<file path="config.mk">
export PLATFORM = sky130hd
export DESIGN_NAME = push_debounce
export DESIGN_NICKNAME = d
export VERILOG_FILES = /design/src/rtl/pbd_pkg.sv /design/src/rtl/pbd_sampler.sv /design/src/rtl/pbd_settle.sv /design/src/rtl/pbd_hold.sv /design/src/rtl/push_debounce.sv
export SDC_FILE = /design/constraint.sdc
export NUM_CORES = 1
export LEC_CHECK = 0
export BUFFER_PORTS_ARGS = -buffer_cell sky130_fd_sc_hd__buf_2
export CORE_ASPECT_RATIO = 1.4
export CORE_UTILIZATION = 50
export CTS_CLUSTER_SIZE = 8
export DETAILED_ROUTE_END_ITERATION = 7
export PLACE_DENSITY = 0.66
export SLEW_MARGIN = 20
export SYNTH_ARGS = -nofsm -noshare
export SYNTH_HDL_FRONTEND = slang
export SYNTH_SLANG_ARGS = --single-unit
</file>
<file path="constraint.sdc">
create_clock -name clk -period 2.4 [get_ports clk]
set_clock_uncertainty 0.1 [all_clocks]
set_input_delay 0.12 -clock clk [delete_from_list [all_inputs] [get_ports clk]]
set_output_delay 0.12 -clock clk [all_outputs]
set_load 0.05 [all_outputs]
</file>
<file path="src/rtl/pbd_pkg.sv">
package pbd_pkg;

  // Pair of consecutive samples taken from the raw contact input.
  typedef struct packed {
    logic newer;
    logic older;
  } pbd_samples_t;

endpackage

</file>
<file path="src/rtl/pbd_sampler.sv">
module pbd_sampler
  import pbd_pkg::*;
(
  input  logic         clk,
  input  logic         rst_n,
  input  logic         raw_in,
  output pbd_samples_t smp,
  output logic         moved
);

  pbd_samples_t smp_q;
  pbd_samples_t smp_d;

  always_comb begin
    smp_d.newer = raw_in;
    smp_d.older = smp_q.newer;
  end

  always_ff @(posedge clk or negedge rst_n) begin
    if (!rst_n) begin
      smp_q <= '0;
    end else begin
      smp_q <= smp_d;
    end
  end

  assign smp   = smp_q;
  assign moved = smp_q.newer ^ smp_q.older;

endmodule

</file>
<file path="src/rtl/pbd_settle.sv">
module pbd_settle #(
  parameter int unsigned CNT_W = 20
) (
  input  logic clk,
  input  logic rst_n,
  input  logic moved,
  output logic settled
);

  localparam int unsigned TOP = CNT_W - 1;

  logic [CNT_W-1:0] cnt_q;
  logic [CNT_W-1:0] cnt_d;
  logic             cnt_en;

  always_comb begin
    cnt_en = moved | ~cnt_q[TOP];
    if (moved) begin
      cnt_d = '0;
    end else begin
      cnt_d = cnt_q + {{(CNT_W-1){1'b0}}, 1'b1};
    end
  end

  always_ff @(posedge clk or negedge rst_n) begin
    if (!rst_n) begin
      cnt_q <= '0;
    end else if (cnt_en) begin
      cnt_q <= cnt_d;
    end
  end

  assign settled = cnt_q[TOP];

  AST_CLEAR_ON_MOVE: assert property (@(posedge clk) disable iff (!rst_n)
    moved |=> (cnt_q == '0));

  AST_COUNT_WHILE_QUIET: assert property (@(posedge clk) disable iff (!rst_n)
    (!moved && !cnt_q[TOP]) |=> (cnt_q == $past(cnt_q) + 1'b1));

  AST_NO_WRAP: assert property (@(posedge clk) disable iff (!rst_n)
    (!moved && cnt_q[TOP]) |=> $stable(cnt_q));

endmodule

</file>
<file path="src/rtl/pbd_hold.sv">
module pbd_hold (
  input  logic clk,
  input  logic rst_n,
  input  logic load,
  input  logic din,
  output logic dout
);

  logic out_q;
  logic out_d;

  always_comb begin
    out_d = din;
  end

  always_ff @(posedge clk or negedge rst_n) begin
    if (!rst_n) begin
      out_q <= 1'b0;
    end else if (load) begin
      out_q <= out_d;
    end
  end

  assign dout = out_q;

  AST_FROZEN_UNSETTLED: assert property (@(posedge clk) disable iff (!rst_n)
    !load |=> $stable(dout));

endmodule

</file>
<file path="src/rtl/push_debounce.sv">
module push_debounce
  import pbd_pkg::*;
#(
  parameter int unsigned CNT_W = 20
) (
  input  logic clk,
  input  logic rst_n,
  input  logic btn_raw,
  output logic btn_clean
);

  pbd_samples_t smp;
  logic         moved;
  logic         settled;

  pbd_sampler u_sampler (
    .clk    (clk),
    .rst_n  (rst_n),
    .raw_in (btn_raw),
    .smp    (smp),
    .moved  (moved)
  );

  pbd_settle #(
    .CNT_W (CNT_W)
  ) u_settle (
    .clk     (clk),
    .rst_n   (rst_n),
    .moved   (moved),
    .settled (settled)
  );

  pbd_hold u_hold (
    .clk   (clk),
    .rst_n (rst_n),
    .load  (settled),
    .din   (smp.older),
    .dout  (btn_clean)
  );

  AST_OUT_TAKES_SAMPLE: assert property (@(posedge clk) disable iff (!rst_n)
    settled |=> (btn_clean == $past(smp.older)));

  AST_CHANGE_NEEDS_SETTLE: assert property (@(posedge clk) disable iff (!rst_n)
    (btn_clean != $past(btn_clean)) |-> $past(settled));

endmodule

</file>
# --- Word-level counts from Yosys, hierarchy flattened ---
# Cells that the tools add are included.
totals:
  register_bits: 23
  latch_bits: 0
  mem_bits_rw: 0
  romBits: 0
  inputBits: 3
  output_inout_bits: 1
  wordCells: 9
  mem_count: 0
op_classes:
  addsub: 1
  n_mul: 0
  div_mod_pow: 0
  order_cmp: 0
  n_eq_ne: 0
  n_shift: 0
  n_mux: 1
  n_bitwise: 3
  n_reduce_logical: 0
ops:
  columns: ["cell", "count"]
  rows:
  - ["adder 20 x 1 -> 20 bit, second input constant", 1]
  - ["2-to-1 mux 20 bit", 1]
  - ["NOT 1 bit", 1]
  - ["bitwise OR 1 bit", 1]
  - ["XOR 1 bit", 1]

# --- Depth between registers and ports, before layout ---
logic_depth:
  depth_word: 2
  ltp_mapped: 5
  depth_no_buf: 5

# --- Modules after synthesis ---
# From an unflattened synthesis, not the netlist that was laid out.
hier_totals:
  cells_unflattened: 111
  area_unflattened_um2: 1123.6
modules_own_cells:
  columns: ["module", "instances", "cells_each", "area_each_um2", "seq_area_each_um2"]
  rows:
  - ["pbd_settle", 1, 106, 1024.7, 500.5]
  - ["pbd_sampler", 1, 3, 58.8, 50.0]
  - ["pbd_hold", 1, 2, 40.0, 25.0]

# --- Least setup slack after synthesis ---
# No wires, ideal clock.
synth_path:
  path_kind: "flip-flop to flip-flop"
  start: "reg u_settle.cnt_q[0]"
  end: "reg u_settle.cnt_q[16]"
  setup_time_ps: 78
  t_arrival_ps: 1602
  required_time_ps: 2222
  setup_slack_ps: 620
  path_stages_with_launch: 6
  n_path_buf: 0
  synth_period_minus_slack_ps: 1780
  path_cell_list: "dfrtp_1 > ha_1 > nand4b_2 > or2_1 > or4_1 > a21oi_1"
synth_via:
  elab_chain_len: 2
synth_rtl:
  columns: ["element", "line_no", "source"]
  rows:
  - ["start: declaration", "pbd_settle.sv:12", "logic [CNT_W-1:0] cnt_q;"]
  - ["start signal: assignment", "pbd_settle.sv:29", "cnt_q <= cnt_d;"]
  - ["adder 20 x 1 -> 20 bit", "pbd_settle.sv:21", "cnt_d = cnt_q + {{(CNT_W-1){1'b0}}, 1'b1};"]
  - ["2-to-1 mux 20 bit", "pbd_settle.sv:18", "if (moved) begin"]
# Every way passes these cells.
# A chain may end at the register's enable or synchronous reset.

# --- Worst setup path in the final report ---
# Ends and elaborated chain as after synthesis.

==> flow_summary.ini <==
[cells_and_area]
stdcell_area_sq_mm = 0.00122
diodes = 0
drive_gt1_frac = 0.103
num-fill-cells = 194
area_growth_pct = 6.78
nets = 122

[global_route]
grt_use_total = 0.188
grt_pass1_wl_microns = 3550
grt_pass1_vias = 830
antenna_found_initial = 0
grt_remaining_overflow = 0
grt_max_degree = 24

[timing]
tightest_slew_ns = 0.670
hold_viol = 0
setup_viol = 0
min_period_over_period = 0.803
fin_ws_ns = 0.472
fmax_mhz = 519
max_slew_margin = 0.552
rsz0062_at_grt = no
fin_crit_ns = 1.93
slew_violations = 0
finalSetupTns_ns = 0

[placed_design]
place_area_sq_mm = 0.00118
hpwlAfterDp_microns = 1420
dpl_worst_slack_ns = 0.488
io_buffers = 3
gp_congestion = 0.783

[worst_setup_path]
cp_cell_sequence = ha_1, nand4b_2, or2_1, or4_1, a21oi_1
critical_path_peak_fanout = 7
max_stage_delay_ns = 0.48
cp.required_ns = 2.55
worstPathArrival_ns = 2.08
cp-start-kind = flip-flop
cp-end-kind = flip-flop
crit_path_top_delay_cell = dfrtp_1
crit_type = reg2reg

[clocking]
clkTransAtPathRegs_ns = 0.12
cts_num_sinks = 23
cts_tree = yes
clk_latency_ns = 0.32
cts-root-buf = clkbuf_4
clock_path_buffers = 2
htree_levels = 1
cts_setup_buffers = 0
cts_inserted_buffers = 3

[pwr]
power_leakage_uw = 0.000531
power.density_mw_per_mm2 = 526
finalPower_uw = 643
irDropWorstVdd_mv = 0.377

[logic_synthesis]
synth_seq_area_share = 0.503
synth_edf_count = 0
synth.distinct_cells = 30
synth_fp_nets = 114
ys_warn_count = 0
synth_top_area_frac = 0.503
ys_seq_elements = 23
yosys.area_share.simple = 0.270
synth_compound_area_frac = 0.0689
ys.flop_type = dfrtp_1
synthAdderAreaFrac = 0.0109
synth.area.mux_share = 0.0186
synthXorXnorAreaFrac = 0.0995
synthCells = 110
synth_top_family_by_area = simple AND/OR/NAND/NOR gates
async_reset_ff_frac = 1.00
syn_area_sq_mm = 0.00114
yosys.area.top_type = dfrtp_1
syn_avg_cell_area_sq_um = 10.4
synth_area_leaders = dfrtp_1 50%, xnor2_1 6.1%, nor2_1 4.6%, xor2_1 3.8%, a21oi_1 2.6%

[routing]
final_antenna_net_count = 0
dr.pass1.iters = 4
via_per_inst = 5.81
initialDrtViolationCount = 8
drcViolationCount = 0
drt_wl_total_microns = 1970
num_vias = 808
routedWlPerCell_microns = 14.2

[flow_run]
maxCapViolations = 0

[outcome]
status = finished clean

[floorplanning]
fp-row-count = 20
fp.dieH_microns = 58.6
fp.dieArea_sq_mm = 0.00249
die_w_microns = 42.4
io_pins = 4
initial_core_util = 0.526
coreArea_sq_mm = 0.00218

[min_path]
hp-class = in2async
## placed cells by master (no fill, tap or decap), types with 2 or more instances in the layout
| master | synthesis | layout |
|---|---|---|
| dfrtp_1 | 23 | 23 |
| nor2_1 | 14 | 14 |
| xnor2_1 | 8 | 8 |
| nand2_1 | 7 | 7 |
| nand3_1 | 6 | 6 |
| a21oi_1 | 6 | 6 |
| xor2_1 | 5 | 5 |
| nor3_1 | 5 | 5 |
| inv_1 | 4 | 4 |
| or3_1 | 3 | 3 |
| o31ai_1 | 3 | 3 |
| or4_1 | 3 | 3 |
| nor4_1 | 3 | 3 |
| clkbuf_4 | 0 | 3 |
| buf_2 | 0 | 3 |
| o21ai_0 | 2 | 2 |
| nand4_1 | 2 | 2 |
| dlygate4sd3_1 | 0 | 2 |
## per-stage QoR
stage / std cells / util / hold WS (ns)
3_3_place_gp: 133 / 0.540 / 0.0191
4_1_cts: 139 / 0.561 / 0.200
6_report: 139 / 0.561 / 0.187
2_1_floorplan: 110 / - / -0.276
3_5_place_dp: 133 / 0.540 / 0.0251
5_1_grt: 139 / 0.561 / 0.223
## cell families (layout without fill, tap and decap cells)
logic type / Yosys count / after routing
simple gates: 51 / 51
flops: 23 / 23
compound gates: 13 / 13
xor+xnor: 13 / 13
buf+inv: 7 / 14
mux: 2 / 2
fa+ha+maj: 1 / 1
## synthesized netlist by cell type (all sizes together), types with 2 or more instances
library cell,n
xnor2,8
nand2,7
nand3,6
dfrtp,23
clkbuf,2
inv,4
or3,4
xor2,5
nor4,3
o31ai,3
nor2,14
nor3,5
or4,3
nand4,3
o21ai,2
a21oi,6
## sequential cells by signal, summed over array words and instances (netlist names)
| register | flops |
|---|---|
| u_settle.cnt_q | 20 |
| u_sampler.smp | 2 |
| u_hold.dout | 1 |
## worst paths after layout
kind                                                     from                             end  slack (ns)  cells after the start
worst min-delay path                                    rst_n  u_settle.cnt_q[15]$_DFFE_PN0P_        0.19                      2
min in group clk                   u_sampler.smp[1]$_DFF_PN0_      u_sampler.smp[0]$_DFF_PN0_        0.32                      0
worst min register to register     u_sampler.smp[1]$_DFF_PN0_      u_sampler.smp[0]$_DFF_PN0_        0.32                      0
worst max register to register  u_settle.cnt_q[0]$_DFFE_PN0P_  u_settle.cnt_q[16]$_DFFE_PN0P_        0.47                      5
worst max-delay path            u_settle.cnt_q[0]$_DFFE_PN0P_  u_settle.cnt_q[16]$_DFFE_PN0P_        0.47                      5
max in group asynchronous                               rst_n   u_settle.cnt_q[5]$_DFFE_PN0P_        1.67                      2
## area by class of cell
| type | instances | area [sq um] | area share |
|---|---|---|---|
| sequential | 23 | 576 | 0.471 |
| multi-input combinational | 80 | 536 | 0.438 |
| timing repair buffer | 6 | 42.5 | 0.0348 |
| tap | 22 | 27.5 | 0.0225 |
| clock buffer | 4 | 26.3 | 0.0215 |
| inverter | 4 | 15.0 | 0.0123 |
## critical path, delay by kind of cell, from the launching register on
| family | cells | cell delay [ns] |
|---|---|---|
| AOI/OAI and AO/OA | 1 | 0.16 |
| adders and majority gates | 1 | 0.22 |
| DFF | 1 | 0.48 |
| and+or+nand+nor | 3 | 0.90 |
## report_power, final
part | leakage [uW] | switching, uW | internal, uW | total (uW)
Clock | 0.0000150 | 114 | 65.2 | 180
Combinational | 0.000202 | 31.3 | 19.2 | 50.6
Sequential | 0.000314 | 15.6 | 397 | 413
Total | 0.000531 | 161 | 482 | 643
## layer usage
layer	global-route usage	up-vias	part of all wire
met4	0.0938	0	0.018
met2	0.323	8	0.50
met3	0.0184	4	0.017
li1	-	401	-
met1	0.234	395	0.46
met5	0	-	0
## what timing repair did
item                      CTS  global route
resized for setup           0             0
hold endpoints to repair   24             0
hold buffers                2             0
No activity file was read; power rests on OpenSTA's default activity.
